--- src/rtl/uart_tx_brk.sv ---
module uart_tx_brk #(
  parameter int DEPTH = 16,
  parameter int TICKS_PER_BIT = 16,
  localparam int CW = $clog2(DEPTH + 1)
) (
  input  logic          clk,
  input  logic          rst_n,
  input  logic          wr_en,
  input  logic [7:0]    wr_data,
  input  logic [1:0]    cfg_len,
  input  logic          cfg_par_en,
  input  logic          cfg_par_odd,
  input  logic          cfg_two_stop,
  input  logic          cfg_flow_en,
  input  logic          brk_req,
  input  logic          baud_tick,
  input  logic          peer_ready_n,
  output logic          ser_out,
  output logic [CW-1:0] fifo_level,
  output logic          fifo_full,
  output logic          fifo_empty,
  output logic          tx_idle_irq
);
  localparam int AW = (DEPTH > 1) ? $clog2(DEPTH) : 1;
  localparam int TW = (TICKS_PER_BIT > 1) ? $clog2(TICKS_PER_BIT) : 1;

  typedef enum logic [1:0] {S_IDLE, S_FRAME, S_BRK} st_t;

  logic [7:0]    mem [DEPTH];
  logic [AW-1:0] wp, rp;
  logic [CW-1:0] cnt;
  st_t           st;
  logic [11:0]   sh, fv;
  logic [3:0]    left, nbits;
  logic [TW-1:0] tcnt;
  logic          brk_pend;
  logic [7:0]    dm;

  assign fifo_level  = cnt;
  assign fifo_full   = (cnt == CW'(DEPTH));
  assign fifo_empty  = (cnt == '0);
  assign tx_idle_irq = fifo_empty && st == S_IDLE && !brk_pend;
  assign ser_out     = (st == S_FRAME) ? sh[0] : (st != S_BRK);

  wire cts_ok  = !cfg_flow_en || !peer_ready_n;
  wire go      = st == S_IDLE && baud_tick && (brk_pend || (!fifo_empty && cts_ok));
  wire go_brk  = go && brk_pend;
  wire go_frm  = go && !brk_pend;
  wire push    = wr_en && !fifo_full;
  wire bit_end = st != S_IDLE && baud_tick && tcnt == TW'(TICKS_PER_BIT - 1);

  assign nbits = 4'd7 + {2'b0, cfg_len} + {3'b0, cfg_par_en} + {3'b0, cfg_two_stop};

  always_comb begin
    dm = mem[rp] & (8'hFF >> (2'd3 - cfg_len));
    fv = 12'hFFF;
    fv[0] = 1'b0;
    for (int i = 0; i < 8; i++)
      if (i < 5 + int'(cfg_len)) fv[1 + i] = dm[i];
    if (cfg_par_en) fv[4'd6 + {2'b0, cfg_len}] = (^dm) ^ cfg_par_odd;
  end

  always_ff @(posedge clk) begin
    if (push) mem[wp] <= wr_data;
  end

  always_ff @(posedge clk or negedge rst_n) begin
    if (!rst_n) begin
      wp  <= '0;
      rp  <= '0;
      cnt <= '0;
    end else begin
      if (push) wp <= (wp == AW'(DEPTH - 1)) ? '0 : wp + 1'b1;
      if (go_frm) rp <= (rp == AW'(DEPTH - 1)) ? '0 : rp + 1'b1;
      case ({push, go_frm})
        2'b10:   cnt <= cnt + 1'b1;
        2'b01:   cnt <= cnt - 1'b1;
        default: cnt <= cnt;
      endcase
    end
  end

  always_ff @(posedge clk or negedge rst_n) begin
    if (!rst_n) begin
      st       <= S_IDLE;
      sh       <= '1;
      left     <= '0;
      tcnt     <= '0;
      brk_pend <= 1'b0;
    end else begin
      brk_pend <= brk_req || (brk_pend && !go_brk);
      if (go_brk) begin
        st   <= S_BRK;
        left <= nbits + 4'd1;
        tcnt <= '0;
      end else if (go_frm) begin
        st   <= S_FRAME;
        sh   <= fv;
        left <= nbits;
        tcnt <= '0;
      end else if (bit_end) begin
        tcnt <= '0;
        sh   <= {1'b1, sh[11:1]};
        if (left == 4'd1) st <= S_IDLE;
        else left <= left - 4'd1;
      end else if (st != S_IDLE && baud_tick) begin
        tcnt <= tcnt + 1'b1;
      end
    end
  end

  AST_NO_OVERFLOW: assert property (@(posedge clk) disable iff (!rst_n)
    (fifo_full && wr_en && !go_frm) |=> fifo_full && $stable(fifo_level));
  AST_POP_ON_START: assert property (@(posedge clk) disable iff (!rst_n)
    (st == S_FRAME && $past(st) == S_IDLE && !$past(wr_en)) |-> fifo_level == $past(fifo_level) - 1'b1);
  AST_LINE_ON_TICK: assert property (@(posedge clk) disable iff (!rst_n)
    !baud_tick |=> $stable(ser_out));
  AST_BREAK_AFTER_FRAME: assert property (@(posedge clk) disable iff (!rst_n)
    st == S_FRAME |=> st != S_BRK);
  AST_FLOW_HOLD: assert property (@(posedge clk) disable iff (!rst_n)
    (st == S_IDLE && cfg_flow_en && peer_ready_n && !brk_pend) |=> st != S_FRAME);
  AST_BREAK_FIRST: assert property (@(posedge clk) disable iff (!rst_n)
    (st == S_IDLE && brk_pend) |=> st != S_FRAME);
endmodule

--- config.mk ---
export PLATFORM = sky130hd
export DESIGN_NAME = uart_tx_brk
export DESIGN_NICKNAME = d
export VERILOG_FILES = /design/src/rtl/uart_tx_brk.sv
export SDC_FILE = /design/constraint.sdc
export NUM_CORES = 1
export LEC_CHECK = 0
export BUFFER_PORTS_ARGS = -buffer_cell sky130_fd_sc_hd__buf_2
export CELL_PAD_IN_SITES_DETAIL_PLACEMENT = 1
export CELL_PAD_IN_SITES_GLOBAL_PLACEMENT = 1
export CORE_MARGIN = 10
export CORE_UTILIZATION = 52
export DETAILED_ROUTE_END_ITERATION = 8
export HOLD_SLACK_MARGIN = 0.03
export MAX_ROUTING_LAYER = met4
export PLACE_DENSITY = 0.81
export SYNTH_ARGS = -nofsm -noshare
export SYNTH_HDL_FRONTEND = slang
export SYNTH_SLANG_ARGS = --single-unit
--- constraint.sdc ---
create_clock -name clk -period 3.95 [get_ports clk]
set_input_delay 0.5925 -clock clk [delete_from_list [all_inputs] [get_ports clk]]
set_output_delay 0.5925 -clock clk [all_outputs]
set_load 0.05 [all_outputs]
==> impl_metrics.tcl <==
set metrics [dict create \
    grt_overflow 0 \
    portBuffers 28 \
    grt_first_pass_wirelength_um 26000 \
    power.leakage_uw 0.00292 \
    wl_met3_um 729 \
    synth_area_mm2 0.00721 \
    skew_ns 0.0108 \
    hold_viol 0 \
    synthArstFlopShare_pct 22.0 \
    tns_ns 0 \
    slew_viol_final 0 \
    seqCellArea_mm2 0.00476 \
    final.min_clock_period_ns 3.30 \
    fin_nets 551 \
    cts_root_buffer "clkbuf_16" \
    power_frac_seq_pct 49.1 \
    antenna_found_initial 0 \
    synth_seq_cells 164 \
    synth.top_cell.area_share_pct 53.3 \
    synthesis.nets 516 \
    pwr-share-comb_pct 16.3 \
    areaGrowthSynthToFinish_pct 12.5 \
    slew_headroom_pct 37.0 \
    vias 4174 \
    postCtsSetupRepairBufs 0 \
    die_x_um 138 \
    p_per_area_mw_per_mm2 554 \
    core_mm2 0.0134 \
    fmax_mhz 303 \
    grt_pass1_vias 4548 \
    crit_arrival_ns 3.60 \
    power.share.clock_pct 34.7 \
    crit_path_start_kind "register" \
    final_common_cell "edfxtp_1" \
    switching_share_pct 29.0 \
    ys_warn_count 0 \
    highest_layer "met4" \
    ant_nets 0 \
    wl_per_cell_um 23.2 \
    critPathMaxFanout 12 \
    cts.sinks 164 \
    first_pass_iters 4 \
    cts_hold_buf 0 \
    clkTransAtPathRegs_ns 0.07 \
    cap_violations 0 \
    cts_resized 0 \
    multi_input_area_mm2 0.00228 \
    dr_wl_met2_um 8880 \
    syn_area_per_cell_um2 15.1 \
    synth_top_cell_by_area "edfxtp_1" \
    netSwitchingPower_uw 1300 \
    netlist_instances 479 \
    yosysSeqAreaShare_pct 66.0 \
    internal_power_uw 3190 \
    outcome "completed" \
    grt_setup_unrepaired "false" \
    insertion_delay_ns 0.42 \
    cts_made_buffers 17 \
    start_util_pct 53.8 \
    final_cell_mix "128 x edfxtp_1, 42 x nand2_1, 33 x nor2_1, 33 x mux4_2, 28 x buf_2" \
    grt_max_degree 37 \
    drive_gt1_share_pct 23.0 \
    preCtsSetupSlack_ns 0.654 \
    cp-end-kind "register" \
    routed_wl_um 16300 \
    layout_setup_ws_ns 0.649 \
    finalCritPeriodShare_pct 83.6 \
    htreeDepth 4 \
    path_class "reg2reg" \
    yosysUniqueCellTypes 45 \
    hpwl_um 10800 \
    dieArea_mm2 0.0190 \
    post-route-util_pct 60.5 \
    vdd.ir_drop.worst_v 0.000420 \
    vias_per_cell 5.94 \
    clk_path_buf_depth 2 \
    top_level_ports 29 \
    dieHeight_um 138 \
    worst_slew_pin_slew_ns 0.942 \
    rows 42 \
    cp_data_required_time_ns 4.25 \
    cts_tree "built" \
    drtIter0Drc 326 \
    setup_viol 0 \
    ys.flop_type "edfxtp_1" \
    synth.area.top_cells "edfxtp_1 53%, mux4_2 10%, dfrtp_1 8.3%, dfstp_2 4.4%, ha_1 2.8%" \
    gp_congestion 0.806 \
    n_antenna_cell 0 \
    holdCritPathClass "in2async" \
    gr-usage-all-layers_pct 18.9 \
    wl_met1_um 6530 \
    drc 0 \
    synth_edf_count 128 \
    nFillCells 1253 \
]
-- synthesized netlist by cell type, types with 4 or more instances --
cell,instances
xor2_1,7
ha_1,16
a22oi_1,7
a22o_1,5
a21oi_1,21
nor3_1,11
a211oi_1,7
clkbuf_1,12
o21ai_0,23
edfxtp_1,128
dfstp_2,12
nor2b_1,8
nand3_1,6
dfrtp_1,24
mux2i_1,4
xnor2_1,8
nor2_1,33
nand2_1,42
and3_1,5
buf_2,5
mux4_2,33
inv_1,18
-- sequential cells by signal, summed over array words and instances, names as in the netlist --
name,cells
left,4
sh,12
rp,4
wp,4
tcnt,4
mem,128
fifo_level,5
st,2
brk_pend,1
-- stage by stage --
| step | power (µW) | hold WS (ns) | cell area, µm² | instances |
|---|---|---|---|---|
| 6_report | 4500 | 0.297 | 8110 | 703 |
| 5_1_grt | 4690 | 0.340 | 8110 | 703 |
| 4_1_cts | 4540 | 0.300 | 8110 | 703 |
| 3_5_place_dp | 2970 | 0.516 | 7560 | 671 |
| 3_3_place_gp | 2910 | 0.514 | 7560 | 671 |
| 2_1_floorplan | 2720 | 0.297 | 7210 | 479 |
-- power groups by stage --
| stage | sequential, µW | combinational [µW] | clock [µW] |
|---|---|---|---|
| after floorplan | 2260 | 454 | 0 |
| after global placement | 2210 | 692 | 0 |
| after CTS | 2210 | 741 | 1590 |
| final | 2210 | 731 | 1560 |
| after detailed placement | 2240 | 732 | 0 |
| after global routing | 2230 | 809 | 1650 |
-- kinds of logic after synthesis --
family                     count (synthesis)  synth area share [%]
adders and majority gates                 17                  3.05
DFF                                      164                  66.0
xor gates and xnor gates                  18                  2.50
muxes                                     39                  11.2
AOI/OAI and AO/OA                         78                  7.03
and+or+nand+nor                          123                  7.89
buffers and inverters                     40                  2.38
-- final cells by class --
| class | instances | area share (%) |
|---|---|---|
| sequential | 164 | 58.7 |
| multi-input combinational | 275 | 28.1 |
| clock buffer | 18 | 5.29 |
| timing repair buffer | 38 | 2.81 |
| tap | 176 | 2.71 |
| clock inverter | 14 | 1.53 |
| inverter | 18 | 0.833 |
-- critical path: stages, from the launching register on --
cell and delay [ns]:
dfrtp_1 0.47, or4_1 0.59, o21ai_0 0.21, or3_1 0.14
buf_4 0.17, inv_1 0.08, ha_1 0.30, xor2_1 0.19
ha_1 0.24, o21ai_0 0.16, a21oi_1 0.09, a21oi_1 0.19
xor2_1 0.16, nor2_1 0.06, xor2_1 0.14
-- per-layer routing --
metal / GRT usage, % / vias up
met5: - / -
met4: 5.91 / 0
met3: 3.50 / 10
met2: 32.4 / 83
met1: 22.3 / 2181
li1: - / 1900
-- path summary, 6_finish.rpt --
check                              startpoint             to  slack [ns]  cells past startpoint
worst max-delay path            fifo_level[1]  fifo_level[4]        0.65                     14
worst min-delay path                    rst_n          wp[1]        0.30                      1
worst max register to register  fifo_level[1]  fifo_level[4]        0.65                     14
worst min register to register  fifo_level[4]  fifo_level[4]        0.54                      1
max in group asynchronous               rst_n          rp[0]        3.05                      1
min in group clk                      brk_req       brk_pend        0.38                      2
(Power assumes the default switching activity.)
